$ cat src/rtl/hbp_pkg.sv
package hbp_pkg;

  localparam int SRC_N = 3;

  // Shutdown level code: bit 1 set releases the pin, otherwise bit 0 is the driven value.
  typedef logic [1:0] sd_lvl_t;

  // Any enabled source active: {fault (low), cmp2, cmp1}.
  function automatic logic src_trip(input logic [SRC_N-1:0] sel,
                                    input logic c1, input logic c2, input logic fn);
    return |(sel & {~fn, c2, c1});
  endfunction

  // Returns {pin, oe} for one gate output.
  function automatic logic [1:0] pin_drive(input sd_lvl_t lvl, input logic forced,
                                           input logic act);
    if (!forced) return {act, 1'b1};
    if (lvl[1]) return 2'b00;
    return {lvl[0], 1'b1};
  endfunction

endpackage

$ cat src/rtl/hbp_tick.sv
module hbp_tick #(
  parameter int DIV = 4
) (
  input  logic clk,
  input  logic rst_n,
  input  logic clr,
  output logic tick
);
  localparam int CW = (DIV > 1) ? $clog2(DIV) : 1;
  localparam logic [CW-1:0] LAST = CW'(DIV - 1);

  logic [CW-1:0] ph_q;

  always_ff @(posedge clk or negedge rst_n) begin
    if (!rst_n)                 ph_q <= '0;
    else if (clr || ph_q == LAST) ph_q <= '0;
    else                        ph_q <= ph_q + 1'b1;
  end

  assign tick = (ph_q == LAST);

  // a tick lasts one clock when the divider is wider than one
  p_tick_single_r2: assert property (@(posedge clk) disable iff (!rst_n)
    (tick && DIV > 1) |=> !tick);
endmodule

$ cat src/rtl/hbp_deadband.sv
module hbp_deadband #(
  parameter int DLY_W = 7,
  parameter int DIV   = 4
) (
  input  logic             clk,
  input  logic             rst_n,
  input  logic             req,
  input  logic [DLY_W-1:0] dly,
  output logic             act
);
  logic             req_q;
  logic [DLY_W-1:0] cnt_q;
  logic             start_w;
  logic             tick_w;

  function automatic logic [DLY_W-1:0] count_next(input logic r, input logic s,
      input logic t, input logic [DLY_W-1:0] c, input logic [DLY_W-1:0] d);
    if (!r) return '0;
    if (s) return d;
    if (t && c != '0) return c - 1'b1;
    return c;
  endfunction

  assign start_w = req & ~req_q;

  hbp_tick #(.DIV(DIV)) u_tick (
    .clk  (clk),
    .rst_n(rst_n),
    .clr  (start_w | ~req),
    .tick (tick_w)
  );

  always_ff @(posedge clk or negedge rst_n) begin
    if (!rst_n) begin
      req_q <= 1'b0;
      cnt_q <= '0;
    end else begin
      req_q <= req;
      cnt_q <= count_next(req, start_w, tick_w, cnt_q, dly);
    end
  end

  assign act = req & (start_w ? (dly == '0) : (cnt_q == '0));

  // a nonzero delay keeps the output off after the request edge
  p_wait_r2: assert property (@(posedge clk) disable iff (!rst_n)
    (start_w && dly != '0) |=> !act);
  // never on while a count is pending
  p_pending_off_r4: assert property (@(posedge clk) disable iff (!rst_n)
    (cnt_q != '0) |-> !act);
  // a dropped request turns the output off at once
  p_fast_off_r3: assert property (@(posedge clk) disable iff (!rst_n)
    (req_q && !req) |-> !act);
endmodule

$ cat src/rtl/hbp_shutdown.sv
module hbp_shutdown (
  input  logic clk,
  input  logic rst_n,
  input  logic trip,
  input  logic auto_rs,
  input  logic sw_clr,
  input  logic period_start,
  output logic flag,
  output logic forced
);
  logic flag_q;
  logic hold_q;

  always_ff @(posedge clk or negedge rst_n) begin
    if (!rst_n) begin
      flag_q <= 1'b0;
      hold_q <= 1'b0;
    end else begin
      if (trip)         flag_q <= 1'b1;
      else if (auto_rs) flag_q <= 1'b0;
      else if (sw_clr)  flag_q <= 1'b0;

      if (trip)              hold_q <= 1'b1;
      else if (period_start) hold_q <= flag_q;
    end
  end

  assign flag   = flag_q;
  assign forced = trip | hold_q;

  // an active source sets the flag
  p_set_r7: assert property (@(posedge clk) disable iff (!rst_n)
    trip |=> flag_q);
  // automatic restart clears once sources are gone
  p_auto_clear_r7: assert property (@(posedge clk) disable iff (!rst_n)
    (flag_q && auto_rs && !trip) |=> !flag_q);
  // without restart or clear the flag sticks
  p_sticky_r8: assert property (@(posedge clk) disable iff (!rst_n)
    (flag_q && !auto_rs && !sw_clr) |=> flag_q);
  // a clear during an active source is refused
  p_clr_refused_r8: assert property (@(posedge clk) disable iff (!rst_n)
    (trip && sw_clr) |=> flag_q);
  // release only at a period start
  p_hold_gate_r9: assert property (@(posedge clk) disable iff (!rst_n)
    (hold_q && !period_start) |=> hold_q);
  // a period that starts with the flag set stays in shutdown
  p_period_held_r9: assert property (@(posedge clk) disable iff (!rst_n)
    (period_start && flag_q) |=> forced);
endmodule

$ cat src/rtl/hb_pwm_guard.sv
module hb_pwm_guard #(
  parameter int DLY_W = 7,
  parameter int DIV   = 4
) (
  input  logic             clk,
  input  logic             rst_n,
  input  logic             pwm_in,
  input  logic             period_start,
  input  logic [DLY_W-1:0] dead_cnt,
  input  logic [2:0]       src_sel,
  input  logic             auto_restart,
  input  logic             sw_clr,
  input  logic             cmp1,
  input  logic             cmp2,
  input  logic             fault_n,
  input  logic [1:0]       lvl_a,
  input  logic [1:0]       lvl_b,
  output logic             pin_a,
  output logic             oe_a,
  output logic             pin_b,
  output logic             oe_b,
  output logic             sd_flag
);
  import hbp_pkg::*;

  localparam int CH_N = 2;

  logic [CH_N-1:0] req_w;
  logic [CH_N-1:0] act_w;
  logic            trip_w;
  logic            forced_w;
  logic [1:0]      drv_a;
  logic [1:0]      drv_b;

  assign trip_w = src_trip(src_sel, cmp1, cmp2, fault_n);

  for (genvar gi = 0; gi < CH_N; gi++) begin : g_ch
    if (gi == 0) begin : g_hi
      assign req_w[gi] = pwm_in;
    end else begin : g_lo
      assign req_w[gi] = ~pwm_in;
    end
    hbp_deadband #(.DLY_W(DLY_W), .DIV(DIV)) u_db (
      .clk  (clk),
      .rst_n(rst_n),
      .req  (req_w[gi]),
      .dly  (dead_cnt),
      .act  (act_w[gi])
    );
  end

  hbp_shutdown u_sd (
    .clk         (clk),
    .rst_n       (rst_n),
    .trip        (trip_w),
    .auto_rs     (auto_restart),
    .sw_clr      (sw_clr),
    .period_start(period_start),
    .flag        (sd_flag),
    .forced      (forced_w)
  );

  assign drv_a = pin_drive(lvl_a, forced_w, act_w[0]);
  assign drv_b = pin_drive(lvl_b, forced_w, act_w[1]);
  assign {pin_a, oe_a} = drv_a;
  assign {pin_b, oe_b} = drv_b;

  // complementary drives never overlap in normal operation
  p_no_overlap_r1: assert property (@(posedge clk) disable iff (!rst_n)
    !forced_w |-> !(pin_a && pin_b));
  // an empty select never trips
  p_empty_sel_r5: assert property (@(posedge clk) disable iff (!rst_n)
    (src_sel == 3'b000) |-> !trip_w);
  // a released level drops the output enable
  p_release_r6: assert property (@(posedge clk) disable iff (!rst_n)
    (forced_w && lvl_a[1]) |-> (!oe_a && !pin_a));
endmodule

$ cat config.mk
export PLATFORM = sky130hd
export DESIGN_NAME = hb_pwm_guard
export DESIGN_NICKNAME = d
export VERILOG_FILES = /design/src/rtl/hbp_pkg.sv /design/src/rtl/hbp_tick.sv /design/src/rtl/hbp_deadband.sv /design/src/rtl/hbp_shutdown.sv /design/src/rtl/hb_pwm_guard.sv
export SDC_FILE = /design/constraint.sdc
export NUM_CORES = 1
export LEC_CHECK = 0
export BUFFER_PORTS_ARGS = -buffer_cell sky130_fd_sc_hd__buf_2
export CORE_ASPECT_RATIO = 1.4
export CORE_MARGIN = 2
export CORE_UTILIZATION = 54
export DETAILED_ROUTE_END_ITERATION = 12
export PLACE_DENSITY = 0.78
export SLEW_MARGIN = 15
export SYNTH_ARGS = -nofsm -noshare
export SYNTH_HDL_FRONTEND = slang
export SYNTH_HIERARCHICAL = 1
export SYNTH_SLANG_ARGS = --single-unit
$ cat constraint.sdc
create_clock -name clk -period 2.1 [get_ports clk]
set_clock_uncertainty 0.05 [all_clocks]
set_input_delay 0.105 -clock clk [delete_from_list [all_inputs] [get_ports clk]]
set_output_delay 0.105 -clock clk [all_outputs]
set_load 0.03 [all_outputs]
==> results.py, run 1 <==
metrics = {
    "run_status": {
        "status": "completed",
    },
    "synthesis": {
        "synth_cell_types": 33,
        "yosysMostFrequentCell": "dfrtp_1",
        "ys_top_cells_by_count": "dfrtp_1, nand2_1, o21ai_0",
        "synth_area_sq_mm": 0.001424,
        "yosysWarnings": 6,
        "synth_top_area_share_pct": 38.66,
        "synthFlopType": "dfrtp_1",
        "async_flop_share_pct": 100.0,
        "syn_avg_cell_area_sq_um": 8.955,
        "synth_edf_count": 0,
        "synth_fp_nets": 188,
        "synthCells": 159,
        "ys_seq_area_share_pct": 38.66,
        "synth_area_leaders": "dfrtp_1, ha_1, nand2_1",
        "yosysTopAreaCell": "dfrtp_1",
        "synth.ff_latch_count": 22,
    },
    "worst_hold_path": {
        "hp-class": "in -> reg",
    },
    "timing": {
        "finalMaxSlewViolations": 0,
        "rsz0062_at_grt": "no",
        "setup_tns_ns": 0,
        "setup_violations": 0,
        "fmax_ghz": 0.5033,
        "min_period_ns": 1.987,
        "hold_viol": 0,
        "post-route-period-util_pct": 94.61,
        "relSlewSlack_pct": 59.53,
        "holdWs_ns": 0.04299,
        "tightest_slew_ns": 0.5987,
    },
    "finish": {
        "register_area_sq_um": 554.3,
        "final_layout_size_suffix_gt1_share_pct": 29.85,
        "area_growth_pct": 25.75,
        "final_nets": 231,
        "multiInputGateArea_sq_um": 849.6,
        "n_fill_cell": 211,
        "n_antenna_cell": 0,
    },
    "worst_setup_path": {
        "cp_data_required_time_ns": 1.95,
        "startpoint_type": "register",
        "criticalPathCategory": "reg -> out",
        "critPathMaxFanout": 4,
        "cp.arrival_ns": 1.83,
        "crit_family": "flip-flops",
        "crit_chain": "inv_1, ha_2, nor2b_4, nand3_1, a21boi_1, inv_1, o22ai_1, buf_4",
        "slowest_stage": "dfrtp_1",
        "worstSetupEndpointType": "output pin",
        "crit_path_frequent_cell": "inv_1",
        "path_buf_inv": 3,
        "slowest_delay_ns": 0.43,
    },
    "routing": {
        "wl_per_cell_um": 16.05,
        "drcViolationCount": 0,
        "drtAntennaViolNets": 0,
        "dr_total_vias": 1443,
        "wirelength_um": 3803,
        "firstDrtPassIters": 4,
        "avgViaCountPerCell": 6.089,
        "drt-initial-drc-count": 62,
    },
    "floorplan": {
        "dieHeight_um": 64.76,
        "die_w_um": 47.40,
        "core_area_sq_mm": 0.002560,
        "start_util_pct": 55.62,
        "die-area_sq_mm": 0.003069,
        "num_rows": 22,
        "ios": 28,
    },
    "clock_tree": {
        "cts_buffers": 3,
        "cts.htree.levels": 1,
        "clk_latency_ns": 0.30,
        "cts_tree": "done",
        "clock-sinks": 22,
        "cts.path.max_buffers": 2,
        "clk_pin_slew_worst_paths_ns": 0.12,
        "cts_root_buf": "clkbuf_4",
    },
    "global_routing": {
        "antenna_found_initial": 0,
        "grt_pass1_vias": 1437,
        "grt_max_degree": 23,
        "grt_overflow_total": 0,
        "track_usage_pct": 26.24,
        "grt_pass1_wl_um": 5947,
    },
    "placement": {
        "portBuffers": 27,
        "place_congestion": 0.9061,
        "dp_hpwl_um": 2831,
    },
    "power_and_ir_drop": {
        "powerDensity_mw_per_mm2": 527.4,
        "max-vdd-ir-drop_mv": 0.4031,
        "leakage_nw": 0.7646,
    },
    "job": {
        "maxCapViolCount": 0,
    },
}
==> logic make-up after synthesis <==
| family | count (synthesis) | synth area share (%) |
|---|---|---|
| flip-flops | 22 | 38.66 |
| AO/OA/AOI/OAI | 50 | 24.96 |
| buffers and inverters | 16 | 4.394 |
| adder cells (fa/ha/maj) | 6 | 5.272 |
| AND/OR/NAND/NOR | 65 | 26.71 |
==> sequential cells by signal (all words and copies together), names as in the netlist <==
name                   count
g_ch.u_db/cnt_q           14
g_ch.u_db/req_q            2
g_ch.u_db/u_tick/ph_q      4
u_sd/flag                  1
u_sd/hold_q                1
==> tightest hold or removal path: stages <==
cell and delay [ns]:
buf_2 0.12, nand2_1 0.06, o211ai_1 0.07
==> layout by cell type (no fill, tap or decap), types with 3 or more instances in the layout <==
master and count:
buf_2 25, nand2_1 19, dfrtp_1 19, buf_4 14
o21ai_0 13, inv_1 12, o211ai_1 8, nor2b_1 7
nand3_1 6, a31oi_1 6, ha_1 5, and2_1 4
nor4_1 4, or4_1 4, o2111ai_1 4, clkbuf_4 3
a21boi_0 3, nor2_1 3, a211o_1 3, dfrtp_2 3
dlygate4sd3_1 3
==> path summary, 6_finish.rpt <==
path	slack, ns	endpoint	cells after the start	start
max reg2reg	0.17	g_ch[1].u_db/cnt_q[5]	5	g_ch[1].u_db/cnt_q[2]
max in group asynchronous	1.41	g_ch[1].u_db/cnt_q[2]	2	rst_n
min reg2reg	0.41	g_ch[1].u_db/u_tick/ph_q[0]	1	g_ch[1].u_db/u_tick/ph_q[0]
min in group asynchronous	0.24	g_ch[0].u_db/u_tick/ph_q[1]	2	rst_n
max	0.11	pin_b	8	g_ch[1].u_db/cnt_q[0]
min	0.04	g_ch[0].u_db/cnt_q[0]	3	dead_cnt[0]
==> layout make-up <==
type / count / share of cell area [%]
clock buffers: 4 / 2.027
inverters: 12 / 2.516
well taps: 36 / 2.516
multi-input cells: 121 / 47.45
flip-flops and latches: 22 / 30.96
repair buffers: 42 / 14.54
==> timing repair <==
item	CTS	global route
setup buffers	0	4
pin swaps	0	0
hold buffers	3	0
hold endpoints to repair	24	0
setup endpoints to repair	2	2
gates resized for setup	3	13
==> layer usage <==
layer / track usage, % / vias to the layer above / routed length (um)
met5: 0 / - / 0
met4: 10.76 / 0 / 112
met3: 2.786 / 12 / 109
met2: 47.47 / 49 / 2112
met1: 28.90 / 698 / 1469
li1: - / 684 / -
==> metrics by stage <==
stage	worst slack, ns	util (%)	instances	power, W	instance area, sq um
detailed placement	0.2839	64.32	226	0.0006898	1647
floorplan	0.07973	-	159	0.0005994	1424
global route	0.0002325	69.94	237	0.0009962	1790
finish	0.1132	69.94	237	0.0009443	1790
CTS	0.03529	67.35	233	0.0009208	1724
global placement	0.2951	64.32	226	0.0006808	1647
==> power by group <==
part | internal [W] | switching (W)
Combinational | 0.000103 | 0.000133
Clock | 0.000106 | 0.000122
Sequential | 0.000450 | 0.0000313
Power figures use the tool's default switching activity.
==> run 2: changes to the inputs <==
- ABC_AREA: not set -> 1
- CORE_MARGIN: 2 -> 5
- CORE_UTILIZATION: 54 -> 55
- PLACE_DENSITY: 0.78 -> 0.79
==> run 2 against run 1 <==
Critical path depth grew 2. Global-route usage shrank 8.0 points. Die area grew 34%. Total power grew 15%. Worst setup slack gained 0.11 ns. Combinational power grew 28%. First-iteration DRC count shrank 31%. Maximum frequency grew 6.0%. Sequential power grew 2%. Highest routed layer unchanged.
==> results.py, run 2 <==
metrics = {
    "synthesis": {
        "synth_cell_types": 24,
        "yosysMostFrequentCell": "nand2_1",
        "synth.area.mux_share_pct": 0,
        "ys_seq_area_share_pct": 34.38,
        "synthCells": 240,
        "synth-compound-area-share_pct": 7.344,
        "synthAdderAreaFrac_pct": 4.688,
        "synthFlopType": "dfrtp_1",
        "ys_top_cells_by_count": "nand2_1, inv_1, dfrtp_1",
        "synth_edf_count": 0,
        "synth_fp_nets": 269,
        "syn_avg_cell_area_sq_um": 6.673,
        "synth_top_family_by_area": "simple AND/OR/NAND/NOR gates",
        "synth.ff_latch_count": 22,
        "synth_top_area_share_pct": 34.38,
        "async_flop_share_pct": 100.0,
        "yosysTopAreaCell": "dfrtp_1",
        "synth_xor_xnor_area_share_pct": 1.094,
        "yosysWarnings": 6,
        "synth_area_sq_mm": 0.001602,
        "yosys.area_share.simple_pct": 41.17,
        "synth_area_leaders": "dfrtp_1, nand2_1, inv_1",
    },
    "global_routing": {
        "grt_overflow_total": 0,
        "grt_max_degree": 23,
        "grt_pass1_vias": 1509,
        "grt_pass1_wl_um": 5989,
        "antenna_found_initial": 0,
        "track_usage_pct": 18.22,
    },
    "floorplan": {
        "core_area_sq_mm": 0.002849,
        "start_util_pct": 56.21,
        "die_w_um": 55.61,
        "die-area_sq_mm": 0.004106,
        "ios": 28,
        "dieHeight_um": 73.85,
        "num_rows": 23,
    },
    "routing": {
        "wirelength_um": 3434,
        "drtAntennaViolNets": 0,
        "drt-initial-drc-count": 43,
        "firstDrtPassIters": 5,
        "drcViolationCount": 0,
        "avgViaCountPerCell": 4.887,
        "dr_total_vias": 1515,
        "wl_per_cell_um": 11.08,
    },
    "clock_tree": {
        "clk_pin_slew_worst_paths_ns": 0.07,
        "cts.htree.levels": 1,
        "cts.path.max_buffers": 2,
        "cts_buffers": 3,
        "cts_setup_buffers": 0,
        "cts_tree": "done",
        "cts_root_buf": "clkbuf_8",
        "clock-sinks": 22,
        "clk_latency_ns": 0.25,
    },
    "power_and_ir_drop": {
        "switching_power_w": 0.0003517,
        "leakage_nw": 1.079,
        "max-vdd-ir-drop_mv": 0.3814,
        "power_switching_share_pct": 32.30,
        "combPwrFrac_pct": 27.7,
        "power_frac_clock_pct": 27.0,
        "powerDensity_mw_per_mm2": 586.0,
        "internal_power_w": 0.0007372,
        "seqPwrFrac_pct": 45.3,
    },
    "worst_setup_path": {
        "criticalPathCategory": "in -> out",
        "r2r_slack_ns": 0.62,
        "slowest_delay_ns": 0.53,
        "critPathMaxFanout": 7,
        "startpoint_type": "input port",
        "ff2ff_path_depth": 11,
        "cp.arrival_ns": 1.72,
        "crit_chain": "dlygate4sd3_1, buf_2, inv_2, inv_1, nor2_4, inv_2, a22oi_1, nand2_1, nand2_1, buf_2",
        "cp_data_required_time_ns": 1.95,
        "slowest_stage": "dlygate4sd3_1",
        "r2r_end": "g_ch[0].u_db/cnt_q[0]",
        "worstSetupEndpointType": "output pin",
        "r2r-start": "g_ch[0].u_db/cnt_q[0]",
    },
    "timing": {
        "finalMaxSlewViolations": 0,
        "tightest_slew_ns": 0.4972,
        "setup_tns_ns": 0,
        "rsz0062_at_grt": "no",
        "min_period_ns": 1.875,
        "relSlewSlack_pct": 66.86,
        "setup_ws_ns": 0.2252,
        "setup_violations": 0,
        "post-route-period-util_pct": 89.28,
        "holdWs_ns": 0.02851,
        "hold_viol": 0,
        "fmax_ghz": 0.5334,
    },
    "finish": {
        "final_common_cell": "nand2_1",
        "top_regs": "g_ch.u_db/cnt_q x14, g_ch.u_db/u_tick/ph_q x4, g_ch.u_db/req_q x2",
        "layout_common_cells": "nand2_1, inv_1, buf_2",
        "area_growth_pct": 16.02,
        "final_layout_size_suffix_gt1_share_pct": 19.05,
        "final_nets": 303,
        "n_antenna_cell": 0,
        "largest_reg_flops": 14,
        "stdcell_count": 310,
        "regMostFlops": "g_ch.u_db/cnt_q",
    },
    "worst_hold_path": {
        "hp-class": "in -> reg",
        "hold_end": "u_sd/flag",
        "min-delay-start": "auto_restart",
        "worstHoldPathCells": 4,
    },
    "placement": {
        "dpl.cell_count": 304,
        "place_congestion": 0.9147,
        "dpl_worst_slack_ns": 0.5415,
        "dp_hpwl_um": 2852,
        "portBuffers": 27,
    },
    "job": {
        "maxCapViolCount": 0,
    },
    "run_status": {
        "status": "completed",
    },
}
[run 2: cell count changes after synthesis, moves of 6 or more]
cell	change
nor2b_1	-9
nand2_1	+62
nor2_4	+6
nor2_1	+18
nand3_1	+12
o211ai_1	-8
o21ai_0	-8
a31oi_1	-6
inv_1	+29
nor4_1	-6
[run 2: how the worst max path moves through the flow]
stage | from | cells past startpoint | slack (ns) | to
3_3_place_gp | g_ch[1].u_db/cnt_q[0] | 9 | 0.59 | pin_b
6_report | pwm_in | 10 | 0.23 | pin_b
2_1_floorplan | g_ch[0].u_db/cnt_q[0] | 8 | 0.69 | pin_a
3_5_place_dp | g_ch[0].u_db/cnt_q[0] | 9 | 0.54 | pin_a
4_1_cts | pwm_in | 10 | 0.16 | pin_b
5_1_grt | pwm_in | 10 | 0.07 | pin_b
[run 2: cells by family after synthesis]
kind of cell / Yosys count
AND/OR/NAND/NOR: 143
buffers and inverters: 47
flip-flops: 22
AO/OA/AOI/OAI: 20
adder cells (fa/ha/maj): 6
XOR/XNOR: 2
[run 2: power groups by stage]
stage / Sequential (W) / Combinational [W] / Clock, W
floorplan: 0.000498 / 0.000214 / 0
global placement: 0.000500 / 0.000292 / 0
detailed placement: 0.000500 / 0.000299 / 0
CTS: 0.000492 / 0.000303 / 0.000304
global route: 0.000498 / 0.000343 / 0.000330
finish: 0.000493 / 0.000301 / 0.000294
[run 2: worst max-delay path, delay by kind of cell]
family	cells	cell delay, ns
AO/OA/AOI/OAI	1	0.20
AND/OR/NAND/NOR	3	0.28
buffers and inverters	6	1.13
[run 2: stage by stage]
| step | utilization, % | total power [W] | cell area, sq um |
|---|---|---|---|
| finish | 65.22 | 0.001089 | 1858 |
| global route | 65.22 | 0.001172 | 1858 |
| CTS | 65.22 | 0.001099 | 1858 |
| detailed placement | 62.58 | 0.0007998 | 1783 |
| global placement | 62.58 | 0.0007921 | 1783 |
| floorplan | - | 0.0007116 | 1602 |
[run 2: area by class of cell]
| cell class | count | area, sq um |
|---|---|---|
| fillers | 277 | 991.0 |
| multi-input cells | 171 | 869.6 |
| flip-flops and latches | 22 | 550.5 |
| inverters | 47 | 181.4 |
| repair buffers | 29 | 155.1 |
| clock buffers | 4 | 55.05 |
| well taps | 37 | 46.29 |
[run 2: metal layers]
metal | wire length [um] | share of wire, % | global-route usage, % | vias to the layer above
met5 | 0 | 0 | 0 | -
met4 | 59 | 1.7 | 6.757 | 0
met3 | 77 | 2.2 | 2.285 | 6
met2 | 1971 | 57 | 38.55 | 22
met1 | 1325 | 39 | 17.40 | 681
li1 | - | - | - | 806
[run 2: repair_timing]
action / CTS / global route
hold buffers: 2 / 0
hold endpoints to repair: 23 / 0
resized for setup: 0 / 1
setup endpoints to repair: 0 / 1
